### src/rtl/uvt_fault_pkg.sv
package uvt_fault_pkg;
    typedef enum logic [1:0] {
        ST_RUN,
        ST_SHUTDOWN,
        ST_STARTUP_OFF,
        ST_THERMAL_OFF
    } mgr_state_e;
endpackage

### src/rtl/uvt_uv_filter.sv
module uvt_uv_filter #(
    parameter int FILT_TICKS = 1000
) (
    input  logic clk,
    input  logic por_n,
    input  logic enable,
    input  logic uv_raw,
    output logic uv_event
);
    localparam int CW = $clog2(FILT_TICKS + 1);
    localparam logic [CW-1:0] LIMIT = CW'(FILT_TICKS);

    logic [CW-1:0] cnt_q;

    // saturating run-length counter of consecutive low-voltage samples
    always_ff @(posedge clk or negedge por_n) begin
        if (!por_n) begin
            cnt_q <= '0;
        end else if (!enable || !uv_raw) begin
            cnt_q <= '0;
        end else if (cnt_q != LIMIT) begin
            cnt_q <= cnt_q + 1'b1;
        end
    end

    assign uv_event = (cnt_q == LIMIT);
endmodule

### src/rtl/uvt_latch_bank.sv
module uvt_latch_bank #(
    parameter int                N_MON    = 5,
    parameter logic [N_MON-1:0]  INT_MASK = 5'b01001
) (
    input  logic             clk,
    input  logic             por_n,
    input  logic             clr,
    input  logic [N_MON-1:0] uv_event,
    output logic [N_MON-1:0] latched
);
    for (genvar i = 0; i < N_MON; i++) begin : g_bit
        if (INT_MASK[i]) begin : g_int
            logic hold_q;
            always_ff @(posedge clk or negedge por_n) begin
                if (!por_n) begin
                    hold_q <= 1'b0;
                end else if (clr) begin
                    hold_q <= 1'b0;
                end else if (uv_event[i]) begin
                    hold_q <= 1'b1;
                end
            end
            assign latched[i] = hold_q;
        end else begin : g_ext
            assign latched[i] = 1'b0;
        end
    end
endmodule

### src/rtl/uvt_fault_mgr.sv
module uvt_fault_mgr
    import uvt_fault_pkg::*;
#(
    parameter int               N_MON        = 5,
    parameter int               FILT_TICKS   = 1000,
    parameter logic [N_MON-1:0] INT_MASK     = 5'b01001,
    parameter logic [N_MON-1:0] STARTUP_MASK = 5'b00011
) (
    input  logic             clk,
    input  logic             por_n,
    input  logic [N_MON-1:0] uv_raw,
    input  logic [N_MON-1:0] armed,
    input  logic             ramp2_done,
    input  logic             temp_warn,
    input  logic             temp_crit,
    input  logic             ss_req,
    output logic             fault_out,
    output logic             all_off,
    output logic [N_MON-1:0] reg_en
);
    mgr_state_e       state_q, state_d;
    logic             startup_over_q;
    logic [N_MON-1:0] uv_evt;
    logic [N_MON-1:0] int_latched;
    logic             running;
    logic             startup_hit;
    logic             terminal;

    assign running = (state_q == ST_RUN) && !ss_req;

    for (genvar i = 0; i < N_MON; i++) begin : g_mon
        uvt_uv_filter #(.FILT_TICKS(FILT_TICKS)) filt_i (
            .clk      (clk),
            .por_n    (por_n),
            .enable   (armed[i] && running),
            .uv_raw   (uv_raw[i]),
            .uv_event (uv_evt[i])
        );
    end

    uvt_latch_bank #(.N_MON(N_MON), .INT_MASK(INT_MASK)) latch_i (
        .clk      (clk),
        .por_n    (por_n),
        .clr      (ss_req),
        .uv_event (uv_evt),
        .latched  (int_latched)
    );

    // sticky record that the second ramp finished since the last POR
    always_ff @(posedge clk or negedge por_n) begin
        if (!por_n) begin
            startup_over_q <= 1'b0;
        end else if (ramp2_done) begin
            startup_over_q <= 1'b1;
        end
    end

    assign startup_hit = (|(uv_evt & STARTUP_MASK)) && !startup_over_q;

    // state register
    always_ff @(posedge clk or negedge por_n) begin
        if (!por_n) begin
            state_q <= ST_RUN;
        end else begin
            state_q <= state_d;
        end
    end

    always_comb begin
        state_d = state_q;
        unique case (state_q)
            ST_RUN: begin
                if (temp_crit)        state_d = ST_THERMAL_OFF;
                else if (startup_hit) state_d = ST_STARTUP_OFF;
                else if (ss_req)      state_d = ST_SHUTDOWN;
            end
            ST_SHUTDOWN: begin
                if (temp_crit)        state_d = ST_THERMAL_OFF;
                else if (!ss_req)     state_d = ST_RUN;
            end
            ST_STARTUP_OFF: state_d = ST_STARTUP_OFF;
            ST_THERMAL_OFF: state_d = ST_THERMAL_OFF;
        endcase
    end

    // outputs
    always_comb begin
        terminal  = (state_q == ST_STARTUP_OFF) || (state_q == ST_THERMAL_OFF);
        all_off   = ss_req || terminal;
        fault_out = !ss_req &&
                    (terminal || temp_warn || (|uv_evt) || (|int_latched));
        for (int i = 0; i < N_MON; i++) begin
            reg_en[i] = !all_off &&
                        !(INT_MASK[i] && (int_latched[i] || uv_evt[i]));
        end
    end
endmodule

### config.mk
export PLATFORM = sky130hd
export DESIGN_NAME = uvt_fault_mgr
export DESIGN_NICKNAME = d
export VERILOG_FILES = /design/src/rtl/uvt_fault_pkg.sv /design/src/rtl/uvt_uv_filter.sv /design/src/rtl/uvt_latch_bank.sv /design/src/rtl/uvt_fault_mgr.sv
export SDC_FILE = /design/constraint.sdc
export NUM_CORES = 1
export LEC_CHECK = 0
export BUFFER_PORTS_ARGS = -buffer_cell sky130_fd_sc_hd__buf_2
export CAP_MARGIN = 20
export CORE_MARGIN = 1
export CORE_UTILIZATION = 56
export CTS_BUF_LIST = sky130_fd_sc_hd__clkbuf_2
export DETAILED_ROUTE_END_ITERATION = 10
export PLACE_DENSITY = 0.83
export SYNTH_ARGS = -nofsm -noshare
export SYNTH_HDL_FRONTEND = slang
export SYNTH_SLANG_ARGS = --single-unit
### constraint.sdc
create_clock -name clk -period 1.85 [get_ports clk]
set_clock_uncertainty 0.1 [all_clocks]
set_input_delay 0.37 -clock clk [delete_from_list [all_inputs] [get_ports clk]]
set_output_delay 0.37 -clock clk [all_outputs]
set_load 0.05 [all_outputs]
* After elaboration in Yosys (flattened, before gate mapping)
Cells that the tools add are included.
** Storage, ports and cells
- ROM bits :: 0
- Bits in registers :: 55
- Bits in writable memories :: 0
- Logic and storage cells :: 98
- Bits of input ports :: 16
- Memories :: 0
- Bits in latches :: 0
- Output and inout port bits :: 7
** Operators by class
- Add/sub/neg operators :: 5
- $lt $le $gt $ge :: 0
- Div/mod/pow operators :: 0
- $mul :: 0
- Reductions and logical operators :: 49
- Shift-type cells :: 0
- Bitwise logic cells :: 0
- Equality and inequality tests :: 15
- Muxes and demuxes :: 20
** Operators by type and width (number)
- 10-bit two-way mux :: 10
- 10-bit by 1-bit adder with 10-bit output, second input constant :: 5
- 10-bit == test, second input constant :: 5
- 10-bit != test, second input constant :: 5
- 1-bit logical NOT :: 15
- 2-bit nonzero test :: 7
- 1-bit logical OR :: 12
- 1-bit logical AND :: 10
- 2-bit two-way mux :: 5
- 2-bit one-hot mux with 4 select lines :: 1
- 5-bit OR reduction :: 1
- 2-bit == test, second input constant :: 2
- 1-bit two-way mux :: 4
- 4-bit != test, second input constant :: 1
- 2-bit OR reduction :: 2
- 3-bit != test, second input constant :: 1
- 2-bit by 1-bit == test with 1-bit output, second input constant :: 1
- 2-bit logical NOT :: 1
- 2-bit AND reduction :: 1

* Depth between registers and ports, before layout
- Depth in word-level cells :: 6
- Gate-level depth with buffers :: 6
- Gate-level depth less buffers :: 6

* Hierarchy
Synthesis repeated with hierarchy kept, for this count alone.
** Unflattened totals
- Cells, all modules :: 326
- Area total of the unflattened synthesis :: 3148.0 µm²
** By module, submodules not included
- uvt_uv_filter :: area each 563.0 µm², cells an instance 58, instances 5
- uvt_fault_mgr :: area each 221.5 µm², cells an instance 26, instances 1
- uvt_latch_bank :: area each 111.4 µm², cells an instance 10, instances 1

* Worst setup path before layout
OpenSTA, ideal clock, no wires.
- Path kind :: register -> output
- Start point :: register g_mon[4].filt_i.cnt_q[0]
- End point :: output port fault_out
- Slack :: -0.682 ns
- Arrival :: 2.062 ns
- Data required time :: 1.380 ns
- Cell stages (with the launch flop) :: 7
- Cells stage by stage :: dfrtp_1 > inv_1 > ha_1 > nor4bb_1 > nand4_1 > and4_1 > a31oi_1
** Between the ends
- Longest elaborated chain between the ends :: 5
** RTL lines
- from (decl) :: RTL line uvt_uv_filter.sv:13 : logic [CW-1:0] cnt_q;
- from (signal assigned) :: RTL line uvt_uv_filter.sv:22 : cnt_q <= cnt_q + 1'b1;
- 10-bit == test :: RTL line uvt_uv_filter.sv:26 : assign uv_event = (cnt_q == LIMIT);
- 5-bit OR reduction :: RTL line uvt_fault_mgr.sv:91 : (terminal || temp_warn || (|uv_evt) || (|int_latched));
- 1-bit logical OR (2 in a row) :: RTL line uvt_fault_mgr.sv:91
- 1-bit logical AND :: RTL line uvt_fault_mgr.sv:90 : fault_out = !ss_req &&
- to (decl) :: RTL line uvt_fault_mgr.sv:17 : output logic fault_out,
No other way between the ends.

* Worst setup path in the final report
- Start point :: register g_mon[2].filt_i.cnt_q[0]
- End point :: output port fault_out
** Between the ends
- Longest elaborated chain between the ends :: 5
** RTL lines (RTL line)
- from (decl) :: uvt_uv_filter.sv:13
- from (signal assigned) :: uvt_uv_filter.sv:22
- 10-bit == test :: uvt_uv_filter.sv:26
- 5-bit OR reduction :: uvt_fault_mgr.sv:91
- 1-bit logical OR (2 in a row) :: uvt_fault_mgr.sv:91
- 1-bit logical AND :: uvt_fault_mgr.sv:90
No other way between the ends.

==> results_dict.tcl <==
set metrics [dict create \
    synth_compound_area_share_pct 2.19 \
    yosysTopAreaCellShare_pct 49.2 \
    finalSetupTns_ns -2.47 \
    start_util_pct 58.9 \
    reg2regPathDepth 6 \
    die_w_um 72.7 \
    slew_headroom_pct 78.7 \
    drc 0 \
    rows 25 \
    track_usage_pct 26.9 \
    netlist_area_um2 2800 \
    synth_fa_ha_area_share_pct 4.47 \
    endpoint "fault_out" \
    slew_violations 0 \
    yosysTopAreaCell "dfrtp_1" \
    antenna_found_initial 0 \
    vias 2566 \
    clock_path_buffers 2 \
    start_kind "flop" \
    cts-root-buf "clkbuf_2" \
    place_congestion 0.764 \
    rsz0062_at_grt "true" \
    ys_seq_area_share_pct 49.2 \
    pwr-share-seq_pct 67.0 \
    vias_per_cell 5.79 \
    outcome "finished, violations left" \
    period_needed_ns 2.65 \
    dp.cells 409 \
    grt_start_max_net_pins 56 \
    maxCapViolations 0 \
    path_cells "inv_1 > ha_1 > nor4bb_2 > nand3_1 > and4_4 > a31oi_4 > buf_6" \
    wl_met3_um 475 \
    worst-path-max-fanout 2 \
    io_buffers 22 \
    synth-edff-count 0 \
    syn_inst 279 \
    netlist_top_cells_area "dfrtp_1, xor2_1, nor2_1" \
    cts-buffers-inserted 5 \
    die_y_um 72.7 \
    crit_path_end_kind "output port" \
    finalNetCount 401 \
    route.met2.wl_um 4190 \
    synthArstFlopShare_pct 100 \
    htree_num_levels 2 \
    clock-sinks 55 \
    internal_power_mw 1.33 \
    power_density_nw_per_um2 468 \
    area_delta_synth_final_pct 37.8 \
    r2r_start "g_mon[0].filt_i.cnt_q[0]" \
    hpwl_um 4210 \
    timing.final.hold_violations 0 \
    p_switching_mw 0.474 \
    clkPwrFrac_pct 28.5 \
    place_area_um2 3360 \
    top_layer "met4" \
    finalNonFillerCells 443 \
    maxClockFrequency_mhz 378 \
    pwr-share-comb_pct 4.5 \
    num_antenna_cells 0 \
    synth_nets 305 \
    coreArea_um2 4750 \
    yosys_warnings 0 \
    path_class "reg2out" \
    setup_slack_ns -0.798 \
    grt_pass1_wl_um 10700 \
    first_pass_iters 5 \
    hold_class "in2reg" \
    syn_avg_cell_area_um2 10.0 \
    grt_pass1_vias 2420 \
    ys.flop_type "dfrtp_1" \
    insertion_delay_ns 0.49 \
    wl_met1_um 3110 \
    synth_xor_xnor_area_share_pct 12.2 \
    post_route_cells_drive_above_1_share_pct 34.0 \
    clkTransAtPathRegs_ns 0.32 \
    ant_nets 0 \
    r2r_end "state_q[0]" \
    stdcell_area_um2 3860 \
    min_from "ss_req" \
    fillCellCount 255 \
    yosys-mux-area-fraction_pct 2.14 \
    ios 23 \
    tightestPinTransition_ns 0.317 \
    synth_top_family_by_area "simple AND/OR/NAND/NOR gates" \
    yosys_register_bits 55 \
    drtIter0Drc 236 \
    cp.required_ns 1.38 \
    switching_share_pct 26.2 \
    rrSetupSlack_ns -0.05 \
    ir_drop_mv 0.428 \
    violations "negative setup slack" \
    p_leak_nw 1.66 \
    finalCritPeriodShare_pct 143 \
    synth_cell_types 35 \
    synth_simple_gate_area_share_pct 27.4 \
    crit_arrival_ns 2.18 \
    cpPeakStageDelay_ns 0.47 \
    grt_overflow_total 0 \
    die_area_um2 5290 \
    cts_tree "yes" \
    finalSetupViolations 8 \
    wl_per_cell_um 18.1 \
    crit_slowest_cell "dfrtp_1" \
    cp-startpoint "g_mon[2].filt_i.cnt_q[0]" \
    wl_um 8020 \
]
-- cells by family after synthesis --
family          Yosys count
xor+xnor                 39
mux                       6
flops                    55
simple gates            143
fa+ha+maj                10
compound gates           10
buf+inv                  16
-- per-layer routing --
layer / vias up / global-route usage (%)
met3: 28 / 5.94
met1: 1264 / 31.8
met5: - / 0
met4: 0 / 11.1
li1: 1141 / -
met2: 133 / 47.2
-- how the worst min path moves through the flow --
stage / to / slack [ns] / depth (start not counted)
after floorplan: g_mon[0].filt_i.cnt_q[0] / -0.03 / 0
after global placement: g_mon[3].filt_i.cnt_q[4] / 0.29 / 2
after detailed placement: g_mon[3].filt_i.cnt_q[2] / 0.29 / 2
after CTS: latch_i.g_bit[0].g_int.hold_q / 0.03 / 3
after global routing: latch_i.g_bit[3].g_int.hold_q / 0.02 / 3
final: latch_i.g_bit[0].g_int.hold_q / 0.02 / 3
-- per-stage QoR --
stage | worst slack (ns) | util [%] | hold slack, ns | power (mW)
final | -0.798 | 81.2 | 0.0247 | 1.81
after global routing | -0.907 | 81.2 | 0.0155 | 1.86
after CTS | -0.638 | 76.7 | 0.0278 | 1.79
after detailed placement | -0.239 | 70.6 | 0.291 | 1.29
after global placement | -0.178 | 70.6 | 0.287 | 1.29
after floorplan | -0.234 | - | -0.0256 | 1.24
-- power groups by stage --
stage | Combinational (mW) | Clock [mW] | Sequential, mW
after CTS | 0.0689 | 0.510 | 1.21
final | 0.0810 | 0.516 | 1.21
after detailed placement | 0.0615 | 0 | 1.23
after global placement | 0.0600 | 0 | 1.23
after floorplan | 0.00921 | 0 | 1.23
after global routing | 0.0879 | 0.562 | 1.21
-- sequential cells by signal, indices dropped and copies added (netlist names) --
name / flops
g_mon.filt_i.cnt_q: 50
latch_i.g_bit.g_int.hold_q: 2
state_q: 2
startup_over_q: 1
-- area by class of cell --
class	count	area (um2)	area share, %
sequential	55	1380	35.7
timing repair buffer	88	704	18.3
inverter	13	52.6	1.36
clock inverter	3	25.0	0.649
tap	67	83.8	2.17
clock buffer	5	25.0	0.649
multi-input combinational	212	1590	41.2
-- cells in the mapped netlist (all sizes together) (2+ instances only) --
cell    instances
nor3            9
buf             3
nand3b          4
inv            13
dfrtp          55
and4            5
nand2          15
or2             2
and3            4
nand3          25
nand4           7
nor2           55
nand2b          4
nor4bb          3
a21oi           4
xor2           25
nor4            2
mux2i           6
xnor2          14
ha             10
o21ai           2
and2            4
-- what timing repair did --
item / in CTS / in global routing
gates cloned: 0 / 4
hold buffers: 3 / 0
buffers inserted: 10 / 9
endpoints found under the setup margin: 8 / 39
pin swaps: 13 / 9
hold endpoints to repair: 58 / 0
gates resized for setup: 35 / 16
-- layout by cell type (no fill, tap or decap), types with 3 or more instances in the layout --
cell	n
and3_1	4
nor3_4	4
nor3_1	4
and4_1	4
nand4_1	6
mux2i_1	6
buf_6	5
ha_1	8
nand3b_1	4
nand3_4	7
nor2_1	52
inv_2	3
nand2b_1	4
nand2_1	14
buf_2	15
xor2_1	25
clkbuf_2	5
buf_8	4
and2_1	4
xnor2_1	14
nand3_1	20
dfrtp_1	55
inv_1	9
dlygate4sd3_1	3
buf_4	59
-- critical path, delay by kind of cell (launching register included) --
family / cells / cell delay, ns
buffers and inverters: 2 / 0.25
AND/OR/NAND/NOR: 3 / 0.68
adder cells (fa/ha/maj): 1 / 0.16
AO/OA/AOI/OAI: 1 / 0.16
flip-flops: 1 / 0.47
Note: power is estimated with default switching activity, not from simulation.
